$ cat config.mk
export PLATFORM = sky130hd
export DESIGN_NAME = cascade_irq_ctrl
export DESIGN_NICKNAME = d
export VERILOG_FILES = /design/src/rtl/cirq_pkg.sv /design/src/rtl/cirq_prio8.sv /design/src/rtl/cirq_resolve.sv /design/src/rtl/cascade_irq_ctrl.sv
export SDC_FILE = /design/constraint.sdc
export NUM_CORES = 1
export LEC_CHECK = 0
export BUFFER_PORTS_ARGS = -buffer_cell sky130_fd_sc_hd__buf_2
export CORE_MARGIN = 2
export CORE_UTILIZATION = 55
export DETAILED_ROUTE_END_ITERATION = 10
export PLACE_DENSITY = 0.73
export SLEW_MARGIN = 20
export SYNTH_ARGS = -nofsm -noshare
export SYNTH_HDL_FRONTEND = slang
export SYNTH_SLANG_ARGS = --single-unit
$ cat constraint.sdc
create_clock -name clk -period 6.9 [get_ports clk]
set_clock_uncertainty 0.15 [all_clocks]
set_input_delay 0.345 -clock clk [delete_from_list [all_inputs] [get_ports clk]]
set_output_delay 0.345 -clock clk [all_outputs]
set_load 0.1 [all_outputs]
$ cat src/rtl/cirq_pkg.sv
package cirq_pkg;
  localparam int UNIT_IN  = 8;
  localparam int LINES    = 2 * UNIT_IN;
  localparam int LINE_W   = $clog2(LINES);
  localparam int IDX_W    = $clog2(UNIT_IN);
  localparam int CASC_IN  = 2;
  localparam int REMAP_SRC = UNIT_IN + 1;

  typedef logic [LINE_W-1:0] line_t;

  typedef enum logic [1:0] {
    REG_BASE   = 2'd0,
    REG_MASK_LO = 2'd1,
    REG_MASK_HI = 2'd2,
    REG_EOI    = 2'd3
  } reg_sel_e;

  // Lower rank means higher priority; the secondary group occupies input 2.
  function automatic line_t line_rank(input line_t l);
    if (l < CASC_IN)       return l;
    else if (l >= UNIT_IN) return line_t'(l - UNIT_IN + CASC_IN);
    else                   return line_t'(l + UNIT_IN - 1);
  endfunction
endpackage

$ cat src/rtl/cirq_prio8.sv
module cirq_prio8 #(
  parameter int N = 8,
  parameter int W = $clog2(N)
) (
  input  logic [N-1:0] req,
  output logic         any,
  output logic [W-1:0] idx
);
  always_comb begin
    any = 1'b0;
    idx = '0;
    for (int i = N - 1; i >= 0; i--) begin
      if (req[i]) begin
        any = 1'b1;
        idx = W'(i);
      end
    end
  end
endmodule

$ cat src/rtl/cirq_resolve.sv
module cirq_resolve
  import cirq_pkg::*;
(
  input  logic [LINES-1:0] req,
  output logic             valid,
  output line_t            line
);
  logic             sec_any;
  logic [IDX_W-1:0] sec_idx;
  logic             pri_any;
  logic [IDX_W-1:0] pri_idx;
  logic [UNIT_IN-1:0] pri_req;

  always_comb begin
    pri_req          = req[UNIT_IN-1:0];
    pri_req[CASC_IN] = sec_any;
  end

  cirq_prio8 #(.N(UNIT_IN)) u_sec (
    .req (req[LINES-1:UNIT_IN]),
    .any (sec_any),
    .idx (sec_idx)
  );

  cirq_prio8 #(.N(UNIT_IN)) u_pri (
    .req (pri_req),
    .any (pri_any),
    .idx (pri_idx)
  );

  always_comb begin
    valid = pri_any;
    if (pri_idx == IDX_W'(CASC_IN)) line = {1'b1, sec_idx};
    else                            line = {1'b0, pri_idx};
  end
endmodule

$ cat src/rtl/cascade_irq_ctrl.sv
module cascade_irq_ctrl
  import cirq_pkg::*;
#(
  parameter int VEC_W = 8
) (
  input  logic             clk,
  input  logic             rst_n,
  input  logic [15:0]      irq_in,
  input  logic             reg_we,
  input  logic [1:0]       reg_addr,
  input  logic [7:0]       reg_wdata,
  input  logic             int_ack,
  output logic             int_out,
  output logic             vec_valid,
  output logic [VEC_W-1:0] vec_data
);
  localparam logic [LINES-1:0] USABLE = ~(LINES'(1) << CASC_IN);
  localparam line_t NO_RANK = '1;

  logic [LINES-1:0] irq_prev_q, pend_q, mask_q, isr_q;
  logic [LINES-1:0] pend_n, mask_n, isr_n;
  logic [VEC_W-1:0] base_q, base_n, vec_q, vec_n;
  logic             vec_valid_q;

  logic [LINES-1:0] eligible, ack_clr, eoi_clr;
  logic             req_v, isr_v, ack_take;
  line_t            req_line, isr_line, isr_rank, vec_line;

  assign eligible = pend_q & ~mask_q & USABLE;

  cirq_resolve u_req (.req(eligible), .valid(req_v), .line(req_line));
  cirq_resolve u_isr (.req(isr_q),    .valid(isr_v), .line(isr_line));

  always_comb begin
    isr_rank = isr_v ? line_rank(isr_line) : NO_RANK;
    int_out  = req_v && (line_rank(req_line) < isr_rank);
    ack_take = int_ack && int_out;
    ack_clr  = ack_take ? (LINES'(1) << req_line) : '0;
    eoi_clr  = (reg_we && reg_sel_e'(reg_addr) == REG_EOI)
               ? (LINES'(1) << reg_wdata[LINE_W-1:0]) : '0;
    vec_line = (req_line == line_t'(REMAP_SRC)) ? line_t'(CASC_IN) : req_line;
  end

  always_comb begin
    pend_n = (pend_q & ~ack_clr) | (irq_in & ~irq_prev_q & USABLE);
    isr_n  = (isr_q & ~eoi_clr) | ack_clr;
    mask_n = mask_q;
    base_n = base_q;
    if (reg_we) begin
      case (reg_sel_e'(reg_addr))
        REG_BASE:    base_n = reg_wdata[VEC_W-1:0];
        REG_MASK_LO: mask_n[UNIT_IN-1:0] = reg_wdata[UNIT_IN-1:0];
        REG_MASK_HI: mask_n[LINES-1:UNIT_IN] = reg_wdata[UNIT_IN-1:0];
        default: ;
      endcase
    end
    vec_n = base_q + VEC_W'(vec_line);
  end

  always_ff @(posedge clk or negedge rst_n) begin
    if (!rst_n) begin
      irq_prev_q  <= '0;
      pend_q      <= '0;
      mask_q      <= '1;
      isr_q       <= '0;
      base_q      <= '0;
      vec_valid_q <= 1'b0;
    end else begin
      irq_prev_q  <= irq_in;
      pend_q      <= pend_n;
      mask_q      <= mask_n;
      isr_q       <= isr_n;
      base_q      <= base_n;
      vec_valid_q <= ack_take;
    end
  end

  always_ff @(posedge clk or negedge rst_n) begin
    if (!rst_n)        vec_q <= '0;
    else if (ack_take) vec_q <= vec_n;
  end

  assign vec_valid = vec_valid_q;
  assign vec_data  = vec_q;
endmodule

Word level (Yosys, flattened, before mapping). Index checks and enable logic that the tools add are counted.

Add/subtract/negate cells: 9. Magnitude comparators: 5. Equality and inequality tests: 6. Shift operators: 2. Mux-type cells: 74. Bitwise logic cells: 10. Reduce and logical (&&, ||, !) cells: 7.

Operators by type and width (number): 3-bit two-way mux (32); 16-bit AND (4); 16-bit NOT (4); 1-bit two-way mux (32); 16-bit two-way mux (2); 4-bit two-way mux (8); 16-bit OR (2); 1-bit by 4-bit left shift with 16-bit output (first input constant) (2); 4-bit by 3-bit adder with 4-bit output (second input constant) (2); 4-bit adder (second input constant) (2); 8-bit by 4-bit adder with 8-bit output (1); 4-bit >= comparator (second input constant) (2); 4-bit by 2-bit less-than comparator with 1-bit output (second input constant) (2); 4-bit by 1-bit subtractor with 4-bit output (second input constant) (2); 4-bit subtractor (second input constant) (2); 3-bit by 2-bit == test with 1-bit output (second input constant) (2); 2-bit AND reduction (3); 2-bit == test (second input constant) (2); 4-bit == test (second input constant) (1); 4-bit less-than comparator (1); 1-bit logical AND (3); 2-bit by 1-bit == test with 1-bit output (second input constant) (1); 2-bit zero test (1).

Register bits after elaboration: 81. Bits of input ports: 30. Output and inout port bits: 10. Logic and storage cells: 121.

Logic depth before layout (Yosys ltp). Gate-level depths: netlist (run 1).

Depth after elaboration: 26. Depth in mapped cells: 18. Mapped depth without buffers: 18.

Cells and area by module. A second synthesis (run 1) with hierarchy kept.

Cell total of the unflattened synthesis: 398. Area total of the unflattened synthesis: 4212.8 µm².

Modules (own cells, without submodules): cascade_irq_ctrl (times used 1, cells each 334, area each 3812.4 µm², sequential area each 1970.6 µm²); cirq_prio8 (times used 4, cells each 13, area each 80.1 µm², sequential area each 0.0 µm²); cirq_resolve (times used 2, cells each 6, area each 40.0 µm², sequential area each 0.0 µm²).

Worst setup path before layout (run 1). No wires, ideal clock.

Path kind: register -> register. Start: register mask_q[11]. End: register vec_q[0], in the netlist vec_data[0]. Setup time: 125 ps. Arrival time: 4280 ps. Data required time: 6625 ps. Slack: 2345 ps. Stages on the path, launching flop included: 18. Path buffers: 0. Clock period less this slack: 4555 ps. Cell sequence: dfstp_2 > nor2b_4 > or4_4 > or2_4 > o311ai_4 > inv_1 > ha_1 > a221oi_2 > a21oi_1 > ha_1 > nand3_1 > nand2b_1 > o21ba_2 > a31oi_1 > o211ai_4 > inv_8 > nand2_8 > mux2_4.

Cells in the longest elaborated chain, start to end: 18. Elaborated cells between the ends (all ways): 32. Classes of those cells: add/sub (5); order compare (3); eq/ne (2); mux (18); bitwise (2); reduce/logical (2).

RTL lines: start: declaration (RTL line cascade_irq_ctrl.sv:20) `logic [LINES-1:0] irq_prev_q, pend_q, mask_q, isr_q;`; start signal: assignment (RTL line cascade_irq_ctrl.sv:71) `mask_q <= mask_n;`; 16-bit NOT (*) (RTL line cascade_irq_ctrl.sv:29) `assign eligible = pend_q & ~mask_q & USABLE;`; 16-bit AND (*) (RTL line cascade_irq_ctrl.sv:29); 1-bit two-way mux (4 in a row) (RTL line cirq_prio8.sv:13) `if (req[i]) begin`; 3-bit two-way mux (3 in a row) (RTL line cirq_prio8.sv:13); 3-bit by 2-bit == test with 1-bit output (RTL line cirq_resolve.sv:33) `if (pri_idx == IDX_W'(CASC_IN)) line = {1'b1, sec_idx};`; 4-bit two-way mux (RTL line cirq_resolve.sv:33); 4-bit adder or 4-bit subtractor (tied branches) (RTL line cirq_pkg.sv:22, cirq_pkg.sv:21); 4-bit by 1-bit subtractor with 4-bit output or 4-bit by 3-bit adder with 4-bit output (tied branches) (RTL line cirq_pkg.sv:22, cirq_pkg.sv:21); 4-bit two-way mux (RTL line cirq_pkg.sv:21) `else if (l >= UNIT_IN) return line_t'(l - UNIT_IN + CASC_IN);`; 4-bit two-way mux (RTL line cirq_pkg.sv:20) `if (l < CASC_IN) return l;`; 4-bit less-than comparator (RTL line cascade_irq_ctrl.sv:36) `int_out = req_v && (line_rank(req_line) < isr_rank);`; 1-bit logical AND (*) (RTL line cascade_irq_ctrl.sv:36); named net int_out (RTL line cascade_irq_ctrl.sv:13) `output logic int_out,`; 1-bit logical AND (*) (RTL line cascade_irq_ctrl.sv:37) `ack_take = int_ack && int_out;`; end signal: assignment (RTL line cascade_irq_ctrl.sv:80) `else if (ack_take) vec_q <= vec_n;`; end: declaration (RTL line cascade_irq_ctrl.sv:22) `logic [VEC_W-1:0] base_q, base_n, vec_q, vec_n;`.

The timed path passes the listed nets; every way through them passes the cells marked *. A chain may end at the register's enable or synchronous reset.

Final worst setup path (run 1).
Start: register mask_q[11]. End: output port int_out.

Cells in the longest elaborated chain, start to end: 17. Elaborated cells between the ends (all ways): 28. Classes of those cells: add/sub (4); order compare (3); eq/ne (1); mux (17); bitwise (2); reduce/logical (1).

RTL lines (RTL line): 16-bit NOT (*) (cascade_irq_ctrl.sv:29); 16-bit AND (*) (cascade_irq_ctrl.sv:29); 1-bit two-way mux (4 in a row) (cirq_prio8.sv:13); 3-bit two-way mux (3 in a row) (cirq_prio8.sv:13); 3-bit by 2-bit == test with 1-bit output (cirq_resolve.sv:33); 4-bit two-way mux (cirq_resolve.sv:33); 4-bit adder or 4-bit subtractor (tied branches) (cirq_pkg.sv:22, cirq_pkg.sv:21); 4-bit by 1-bit subtractor with 4-bit output or 4-bit by 3-bit adder with 4-bit output (tied branches) (cirq_pkg.sv:22, cirq_pkg.sv:21); 4-bit two-way mux (cirq_pkg.sv:21); 4-bit two-way mux (cirq_pkg.sv:20); 4-bit less-than comparator (cascade_irq_ctrl.sv:36); 1-bit logical AND (*) (cascade_irq_ctrl.sv:36); end: declaration (cascade_irq_ctrl.sv:13).

Every way passes the cells marked *; elsewhere a longest branch is shown, timed or not.

==> flow_metrics.py, run 1 <==
metrics = {
    "finish": {
        "layout_common_cells": "62 x dfrtp_1, 42 x o21ai_0, 40 x nor2_1",
        "fillerInstances": 578,
        "multiInputGateArea_mm2": 0.002034,
        "seqCellArea_mm2": 0.001946,
        "synthToLayoutAreaGrowth_pct": 16.40,
        "layout_commonest_cell": "dfrtp_1",
        "num-nets-final": 494,
        "design_area_mm2": 0.004715,
        "layout-drive-gt1-share": 0.2594,
        "antenna_cells": 0,
    },
    "sta": {
        "tightest_slew_ps": 943.7,
        "slew_viol_final": 0,
        "rsz0062_at_grt": "false",
        "clock.fmax_mhz": 186.0,
        "setup_ws_ps": 1524,
        "tns_ps": 0,
        "fin_hold_ws_ps": -13.39,
        "relSlewSlack": 0.3709,
        "period_needed_ps": 5376,
        "hold_viol": 23,
        "period_share": 0.7792,
        "finalSetupViolations": 0,
    },
    "clock_network": {
        "cts-root-buf": "clkbuf_8",
        "clkLatencyLatePin_ps": 350,
        "cts_sinks": 77,
        "clk_pin_slew_ps": 80,
        "cts_tree": "built",
        "htreeDepth": 3,
        "clockBufferDepth": 2,
        "cts_made_buffers": 9,
    },
    "setup_path": {
        "slowest_stage": "or4_4",
        "cp-start-kind": "flip-flop",
        "cp_common_cell": "ha_1",
        "cpPeakStageDelay_ps": 580,
        "cp-end-kind": "primary output",
        "critPathTopFamily": "compound AO/OA/AOI/OAI gates",
        "cp.arrival_ps": 4880,
        "r2r_start": "mask_q[11]",
        "crit_path_start": "mask_q[11]",
        "crit_path_cell_trace": "nor2b_4 > or4_4 > or2_4 > o311ai_4 > inv_1 > ha_1 > a221oi_2 > a21oi_1 > ha_1 > nand3_1 > nand2b_1 > o21ba_2 > a31oi_1 > o211ai_4 > inv_8 > buf_2",
        "worstPathRequired_ps": 6400,
        "critical_path_class": "flip-flop to primary output",
        "cp.buffers_inverters": 3,
        "crit_fanout": 7,
    },
    "power": {
        "p_total_w": 0.001816,
        "vdd_drop_max_uv": 161.6,
        "powerDensity_mw_per_mm2": 385.1,
        "leakagePower_nw": 2.091,
    },
    "grt": {
        "grt_max_degree": 78,
        "antenna_found_initial": 0,
        "grt_usage": 0.2383,
        "grt_pass1_vias": 3031,
        "grt_first_pass_wirelength_um": 14980,
        "overflow": 0,
    },
    "synthesis": {
        "postSynthCellCount": 383,
        "synth_seq_area_share": 0.4804,
        "synth_top_family_by_area": "simple AND/OR/NAND/NOR gates",
        "synth_top_area_frac": 0.3831,
        "ys.flop_type": "dfrtp_1",
        "syn-cell-area_mm2": 0.004050,
        "ys_warn_count": 0,
        "synth-edff-count": 0,
        "synthSimpleGateAreaFrac": 0.1841,
        "synthMuxAreaShare": 0.08897,
        "syn_avg_cell_area_um2": 10.57,
        "async_reset_ff_frac": 1.000,
        "synth-seq-cells": 77,
        "synth_area_leader_cell": "dfrtp_1",
        "synth-compound-area-share": 0.1576,
        "syn_nets": 431,
        "netlist_top_cells_area": "dfrtp_1 38%, dfstp_2 9.7%, mux2_2 6.7%",
        "synth_cell_types": 53,
        "synth-adder-area-share": 0.05746,
        "synth-xor-area-share": 0.01297,
    },
    "placed_design": {
        "gp_congestion": 0.8845,
        "hpwl_um": 6630,
        "place_area_mm2": 0.004364,
        "dp_slack_ps": 1895,
        "io_buffers": 38,
    },
    "drt": {
        "vias": 3118,
        "first_pass_iters": 4,
        "antenna_left": 0,
        "wl_per_cell_um": 16.39,
        "drc_errors": 0,
        "totalWireLength_um": 9017,
        "via_per_inst": 5.669,
        "drt_iter0_markers": 190,
    },
    "run": {
        "cap_violations": 0,
    },
    "hold_path": {
        "hold_path.class": "primary input to asynchronous set/reset pin",
    },
    "die": {
        "die-area_mm2": 0.008067,
        "core_mm2": 0.007176,
        "fp.dieH_um": 89.82,
        "placementRows": 31,
        "die_width_um": 89.82,
        "ios": 40,
        "initial_core_util": 0.5644,
    },
    "status": {
        "status": "complete, but fails checks",
        "violations": "hold timing",
    },
}
metal layers:
metal,global-route usage,vias to the layer above,wire (um),share of wire
li1,-,1493,-,-
met1,0.3287,1534,4139,0.46
met2,0.3674,75,4284,0.48
met3,0.03353,16,317,0.035
met4,0.1295,0,275,0.030
met5,0,-,0,0
worst register-to-register path: stages (launching register included):
cell	delay [ps]
dfstp_2	560
nor2b_4	40
or4_4	580
or2_4	310
o311ai_4	440
inv_1	150
ha_1	320
a221oi_2	240
a21oi_1	80
ha_1	310
nand3_1	150
nand2b_1	150
o21ba_2	160
a31oi_1	260
o211ai_4	210
nor3_1	490
a21oi_1	140
where the power goes:
part / internal [W] / switching [W]
clock: 0.000176 / 0.000167
sequential: 0.000548 / 0.0000599
combinational: 0.000280 / 0.000584
Yosys cell counts, types with 10 or more instances:
| master | n |
|---|---|
| inv_1 | 15 |
| nor2b_1 | 19 |
| dfstp_2 | 15 |
| nand3_1 | 10 |
| ha_1 | 17 |
| o21ai_0 | 42 |
| a21oi_1 | 26 |
| dfrtp_1 | 62 |
| nor2_1 | 40 |
| nand2b_1 | 20 |
| nand2_1 | 20 |
| mux2_2 | 24 |
cells by family (layout without fill, tap and decap cells):
family | after synthesis | count (layout)
muxes | 30 | 30
and+or+nand+nor | 138 | 138
adders and majority gates | 18 | 18
buffers and inverters | 17 | 85
DFF | 77 | 77
AOI/OAI and AO/OA | 97 | 97
xor gates and xnor gates | 6 | 6
final cells by class:
type                            count  share of cell area
Clock inverter                      6             0.01327
Sequential cell                    77              0.4127
Inverter                           16             0.01433
Tap cell                           99             0.02627
Clock buffer                       10             0.02919
Multi-Input combinational cell    289              0.4315
Timing Repair Buffer               53             0.07272
timing repair:
item / 4_1_cts / 5_1_grt
setup buffers: 0 / 0
hold buffers: 15 / 0
resized for setup: 0 / 0
endpoints found under the hold margin: 15 / 0
sequential cells by signal, summed over array words and instances (netlist names):
signal      flops
vec_valid       1
isr_q          15
irq_prev_q     15
pend_q         15
base_q          8
mask_q         15
vec_data        8
final timing paths:
path	cells after the start	to	slack (ps)
setup reg to reg	16	pend_q[11]	2020
hold / removal	1	irq_prev_q[12]	-10
setup / recovery	16	int_out	1520
max in group asynchronous	1	isr_q[9]	6000
min in group clk	2	base_q[7]	100
hold reg to reg	1	vec_data[4]	360
per-stage QoR:
stage | util | cells | hold WS [ps]
finish | 0.6570 | 550 | -13.39
detailed placement | 0.6082 | 519 | 315.9
global route | 0.6570 | 550 | 66.19
floorplan | - | 383 | -100.6
global placement | 0.6075 | 519 | 314.0
CTS | 0.6570 | 550 | 21.39
Power figures use the tool's default switching activity.
==> run 2: changes to the inputs <==
--- a/config.mk
+++ b/config.mk
@@ -5,11 +5,12 @@
 export SDC_FILE = /design/constraint.sdc
 export NUM_CORES = 1
 export LEC_CHECK = 0
+export ABC_AREA = 1
 export BUFFER_PORTS_ARGS = -buffer_cell sky130_fd_sc_hd__buf_2
 export CORE_MARGIN = 2
-export CORE_UTILIZATION = 55
+export CORE_UTILIZATION = 54
 export DETAILED_ROUTE_END_ITERATION = 10
-export PLACE_DENSITY = 0.73
+export PLACE_DENSITY = 0.75
 export SLEW_MARGIN = 20
 export SYNTH_ARGS = -nofsm -noshare
 export SYNTH_HDL_FRONTEND = slang
==> constraint.sdc (replaced) <==
create_clock -name clk -period 4.6 [get_ports clk]
set_clock_uncertainty 0.15 [all_clocks]
set_input_delay 0.23 -clock clk [delete_from_list [all_inputs] [get_ports clk]]
set_output_delay 0.23 -clock clk [all_outputs]
set_load 0.1 [all_outputs]
==> flow_metrics.py, run 2 <==
metrics = {
    "clock_network": {
        "htreeDepth": 3,
        "clk_pin_slew_ps": 80,
        "clockBufferDepth": 2,
        "cts_sinks": 77,
        "cts_setup_buffers": 0,
        "cts_tree": "built",
        "cts_made_buffers": 9,
        "cts-root-buf": "clkbuf_8",
        "clkLatencyLatePin_ps": 350,
    },
    "grt": {
        "antenna_found_initial": 0,
        "overflow": 0,
        "grt_first_pass_wirelength_um": 15400,
        "grt_max_degree": 78,
        "grt_pass1_vias": 3428,
        "grt_usage": 0.2311,
    },
    "power": {
        "p_total_w": 0.002640,
        "sw_frac_of_total": 0.4752,
        "combPwrFrac": 0.488,
        "clockPowerShare": 0.179,
        "leakagePower_nw": 2.670,
        "power.internal_w": 0.001385,
        "netSwitchingPower_w": 0.001254,
        "vdd_drop_max_uv": 237.8,
        "p_seq_frac": 0.333,
        "powerDensity_mw_per_mm2": 542.2,
    },
    "sta": {
        "slew_viol_final": 0,
        "fin_hold_ws_ps": 13.59,
        "finalSetupViolations": 0,
        "period_share": 0.9268,
        "hold_viol": 0,
        "period_needed_ps": 4263,
        "rsz0062_at_grt": "false",
        "clock.fmax_mhz": 234.6,
        "tightest_slew_ps": 939.9,
        "tns_ps": 0,
        "relSlewSlack": 0.3734,
    },
    "synthesis": {
        "synth-seq-cells": 77,
        "ys.flop_type": "dfrtp_1",
        "netlist_top_cells_area": "dfrtp_1 37%, nand2_1 16%, dfstp_2 9.3%",
        "yosysMostFrequentCell": "nand2_1",
        "syn-cell-area_mm2": 0.004222,
        "synth_top_area_frac": 0.3675,
        "ys_warn_count": 0,
        "syn_nets": 591,
        "synth-edff-count": 0,
        "synth_area_leader_cell": "dfrtp_1",
        "async_reset_ff_frac": 1.000,
        "synth_cell_types": 36,
        "postSynthCellCount": 543,
        "syn_avg_cell_area_um2": 7.774,
        "yosys-top-cells-count": "177 x nand2_1, 87 x inv_1, 62 x dfrtp_1, 41 x o21ai_0, 29 x nor2_1",
        "synth_seq_area_share": 0.4609,
    },
    "drt": {
        "wl_per_cell_um": 12.55,
        "totalWireLength_um": 8873,
        "antenna_left": 0,
        "drt_iter0_markers": 206,
        "first_pass_iters": 4,
        "via_per_inst": 4.917,
        "vias": 3476,
        "drc_errors": 0,
    },
    "setup_path": {
        "critical_path_class": "flip-flop to primary output",
        "cp-end-kind": "primary output",
        "crit_fanout": 17,
        "r2r_slack_ps": 690,
        "cp-start-kind": "flip-flop",
        "cp.arrival_ps": 3880,
        "rr_worst_depth": 27,
        "worstPathRequired_ps": 4220,
    },
    "hold_path": {
        "holdPathStages": 3,
        "hold_path.class": "primary input to flip-flop",
    },
    "finish": {
        "utilization": 0.6366,
        "design_area_mm2": 0.004868,
        "num-nets-final": 648,
        "synthToLayoutAreaGrowth_pct": 15.32,
        "antenna_cells": 0,
        "layout_commonest_cell": "nand2_1",
        "layout_common_cells": "177 x nand2_1, 87 x inv_1, 62 x dfrtp_1",
        "layout-drive-gt1-share": 0.1769,
    },
    "placed_design": {
        "io_buffers": 38,
        "hpwl_um": 6661,
        "gp_congestion": 0.9235,
        "place_area_mm2": 0.004508,
    },
    "die": {
        "core_mm2": 0.007647,
        "ios": 40,
        "placementRows": 32,
        "die-area_mm2": 0.008541,
        "fp.dieH_um": 92.42,
        "initial_core_util": 0.5520,
        "die_width_um": 92.42,
    },
    "status": {
        "status": "complete, no violations",
    },
    "run": {
        "cap_violations": 0,
    },
}
## run 2: logic make-up after synthesis
logic type               share of synthesized area
adder cells (fa/ha/maj)                    0.05513
AND/OR/NAND/NOR                             0.2801
flip-flops                                  0.4609
buffers and inverters                      0.09958
multiplexers                              0.002667
XOR/XNOR                                   0.01452
AO/OA/AOI/OAI                              0.08714
## run 2: per-layer routing
layer,vias to the layer above,track usage,share of wire
met3,19,0.03499,0.033
met4,0,0.1169,0.027
met1,1582,0.3114,0.48
met2,68,0.3650,0.46
li1,1807,-,-
met5,-,0,0
## run 2: per-stage QoR
stage | instances | setup WS, ps
floorplan | 543 | 275.5
global placement | 675 | 540.5
detailed placement | 675 | 435.7
CTS | 707 | 55.62
global route | 707 | 0.09592
finish | 707 | 336.7
## run 2: layout make-up
class,instances,area [um2]
sequential,77,1946
clock buffer,10,137.6
fill,653,2779
tap,102,127.6
timing repair buffer,55,375.4
multi-input combinational,360,1872
clock inverter,6,46.29
inverter,97,364.1
## run 2: what timing repair did
item,in CTS,in global routing
resized for setup,0,3
hold buffers,16,0
hold endpoints to repair,92,0
endpoints found under the setup margin,0,2
## run 2: power groups by stage
stage                     registers, W  clock network, W  logic (W)
final                         0.000879          0.000472    0.00129
after global placement        0.000889                 0    0.00123
after floorplan                0.00111                 0   0.000802
after CTS                     0.000880          0.000482    0.00128
after detailed placement      0.000892                 0    0.00127
after global routing          0.000897          0.000510    0.00143
## run 2: worst paths after layout
kind / start / end
setup / recovery: isr_q[6] / int_out
hold / removal: reg_wdata[6] / mask_q[6]
setup reg to reg: mask_q[13] / vec_data[7]
hold reg to reg: irq_prev_q[9] / pend_q[9]
max in group asynchronous: rst_n / isr_q[10]
min in group asynchronous: rst_n / pend_q[7]
## run 2: critical path, stage by stage (launching register included)
cell and delay [ps]:
dfrtp_1 380, inv_1 70, nand2_1 70, nor3_1 360, inv_1 120, nand3_1 120
nand2_1 160, o21ai_0 440, inv_1 110, ha_1 310, mux2_2 260, a21oi_1 190
ha_1 270, nand2_1 70, inv_1 60, nand2_4 170, nand2_1 100, inv_1 100
buf_12 180
==> run 3: changes to the inputs <==
--- a/config.mk
+++ b/config.mk
@@ -8,9 +8,9 @@
 export ABC_AREA = 1
 export BUFFER_PORTS_ARGS = -buffer_cell sky130_fd_sc_hd__buf_2
 export CORE_MARGIN = 2
-export CORE_UTILIZATION = 54
+export CORE_UTILIZATION = 55
 export DETAILED_ROUTE_END_ITERATION = 10
-export PLACE_DENSITY = 0.75
+export PLACE_DENSITY = 0.73
 export SLEW_MARGIN = 20
 export SYNTH_ARGS = -nofsm -noshare
 export SYNTH_HDL_FRONTEND = slang
==> constraint.sdc (replaced) <==
create_clock -name clk -period 4.55 [get_ports clk]
set_clock_uncertainty 0.15 [all_clocks]
set_input_delay 0.2275 -clock clk [delete_from_list [all_inputs] [get_ports clk]]
set_output_delay 0.2275 -clock clk [all_outputs]
set_load 0.1 [all_outputs]
==> flow_metrics.py, run 3 (synthesis results as in run 2) <==
metrics = {
    "drt": {
        "wl_per_cell_um": 12.89,
        "totalWireLength_um": 9098,
        "first_pass_iters": 5,
        "antenna_left": 0,
        "drt_iter0_markers": 315,
        "drc_errors": 0,
        "vias": 3559,
        "via_per_inst": 5.041,
    },
    "die": {
        "placementRows": 31,
        "core_mm2": 0.007331,
        "die-area_mm2": 0.008392,
        "ios": 40,
        "die_width_um": 91.61,
        "fp.dieH_um": 91.61,
        "initial_core_util": 0.5759,
    },
    "clock_network": {
        "cts-root-buf": "clkbuf_8",
        "cts_tree": "built",
        "cts_setup_buffers": 0,
        "cts_made_buffers": 9,
        "clkLatencyLatePin_ps": 360,
        "cts_sinks": 77,
        "clk_pin_slew_ps": 80,
        "clockBufferDepth": 2,
        "htreeDepth": 3,
    },
    "setup_path": {
        "cp.arrival_ps": 3890,
        "worstPathRequired_ps": 4170,
        "cp-start-kind": "flip-flop",
        "critical_path_class": "flip-flop to primary output",
        "crit_path_cell_trace": "inv_2 > nand2_1 > nand2_1 > clkinv_1 > a21oi_1 > nand2_1 > nand2_2 > nor2_2 > inv_1 > nor2_4 > inv_2 > o21ai_4 > inv_1 > ha_1 > o221ai_1 > nor2_1 > ha_1 > a211oi_2 > buf_6 > nand2_1 > inv_1 > buf_12",
        "cp_common_cell": "nand2_1",
        "cp.buffers_inverters": 8,
        "r2r_slack_ps": 620,
        "cp-end-kind": "primary output",
        "crit_fanout": 14,
        "slowest_stage": "dfstp_2",
        "cpPeakStageDelay_ps": 550,
        "critPathTopFamily": "buffers and inverters",
    },
    "run": {
        "cap_violations": 0,
    },
    "grt": {
        "grtUsageMet1": 0.3160,
        "grt_max_degree": 78,
        "top_usage_layer": "met2",
        "overflow": 0,
        "grt_first_pass_wirelength_um": 15550,
        "grt_pass1_vias": 3428,
        "antenna_found_initial": 0,
        "use_met2": 0.3952,
        "grt_usage": 0.2361,
        "use_met3": 0.04191,
    },
    "finish": {
        "layout-drive-gt1-share": 0.1796,
        "seqCellArea_mm2": 0.001946,
        "synthToLayoutAreaGrowth_pct": 16.75,
        "num-nets-final": 650,
        "layout_commonest_cell": "nand2_1",
        "multiInputGateArea_mm2": 0.001872,
        "antenna_cells": 0,
        "layout_common_cells": "177 x nand2_1, 87 x inv_1, 62 x dfrtp_1",
        "fillerInstances": 630,
    },
    "sta": {
        "relSlewSlack": 0.6296,
        "slew_viol_final": 0,
        "period_needed_ps": 4267,
        "hold_viol": 0,
        "clock.fmax_mhz": 234.3,
        "tightest_slew_ps": 554.1,
        "finalSetupViolations": 0,
        "period_share": 0.9379,
        "setup_ws_ps": 282.6,
        "fin_hold_ws_ps": 25.15,
    },
    "placed_design": {
        "hpwl_um": 6752,
        "dp_slack_ps": 339.4,
        "gp_congestion": 0.9317,
        "io_buffers": 38,
    },
    "power": {
        "power.internal_w": 0.001472,
        "sw_frac_of_total": 0.4657,
        "powerDensity_mw_per_mm2": 558.9,
        "p_seq_frac": 0.324,
        "leakagePower_nw": 2.699,
        "vdd_drop_max_uv": 241.3,
        "netSwitchingPower_w": 0.001283,
        "clockPowerShare": 0.197,
        "combPwrFrac": 0.479,
    },
    "status": {
        "status": "complete, no violations",
    },
    "hold_path": {
        "hold_path.class": "primary input to flip-flop",
    },
}
[run 3: stage by stage]
step | total power (W) | cell area, um2 | setup TNS, ps | util | std cells
detailed placement | 0.002187 | 4512 | 0 | 0.6155 | 673
floorplan | 0.001929 | 4222 | 0 | - | 543
finish | 0.002755 | 4928 | 0 | 0.6723 | 706
CTS | 0.002737 | 4881 | 0 | 0.6658 | 705
global route | 0.002951 | 4928 | -4.669 | 0.6723 | 706
global placement | 0.002152 | 4512 | 0 | 0.6155 | 673
[run 3: path summary, 6_finish.rpt]
path / start / end / depth (start not counted)
worst max register to register: mask_q[5] / vec_data[6] / 25
worst min register to register: irq_prev_q[7] / pend_q[7] / 3
min in group asynchronous: rst_n / vec_data[6] / 2
worst max-delay path: mask_q[5] / int_out / 22
max in group asynchronous: rst_n / mask_q[3] / 3
worst min-delay path: reg_wdata[6] / mask_q[6] / 3
[run 3: per-layer routing]
metal | vias to the layer above | wire length (um)
met5 | - | 0
met4 | 0 | 114
met3 | 12 | 423
met2 | 89 | 4356
met1 | 1645 | 4205
li1 | 1813 | -
[run 3: repair_timing]
item                                   4_1_cts  5_1_grt
setup endpoints to repair                    0        3
hold buffers                                16        0
endpoints found under the hold margin       92        0
gates resized for setup                      0        4
[run 3: layout make-up]
| class | instances | area share |
|---|---|---|
| inverters | 97 | 0.07388 |
| multi-input cells | 360 | 0.3798 |
| clock buffers | 10 | 0.02793 |
| flip-flops and latches | 77 | 0.3948 |
| clock inverters | 6 | 0.01447 |
| well taps | 99 | 0.02513 |
| repair buffers | 57 | 0.08403 |
[run 3: worst reg2reg max path, cell delays in order, from the launching register on]
cell	delay (ps)
dfstp_2	550
inv_2	30
nand2_1	70
nand2_1	90
clkinv_1	50
a21oi_1	50
nand2_1	80
nand2_2	80
nor2_2	140
inv_1	100
nor2_4	160
inv_2	150
o21ai_4	220
ha_1	180
inv_1	70
nor2_1	170
nand2_1	90
inv_1	90
nor2_1	50
ha_1	210
fa_1	410
a21oi_1	170
o21bai_1	110
nand3_1	100
xor2_1	190
o21ai_2	80
[run 3: power groups by stage]
stage               Clock (W)  Combinational (W)  Sequential (W)
finish               0.000542            0.00132        0.000892
global placement            0            0.00125        0.000899
CTS                  0.000547            0.00130        0.000894
detailed placement          0            0.00128        0.000906
global route         0.000583            0.00146        0.000911
floorplan                   0           0.000811         0.00112
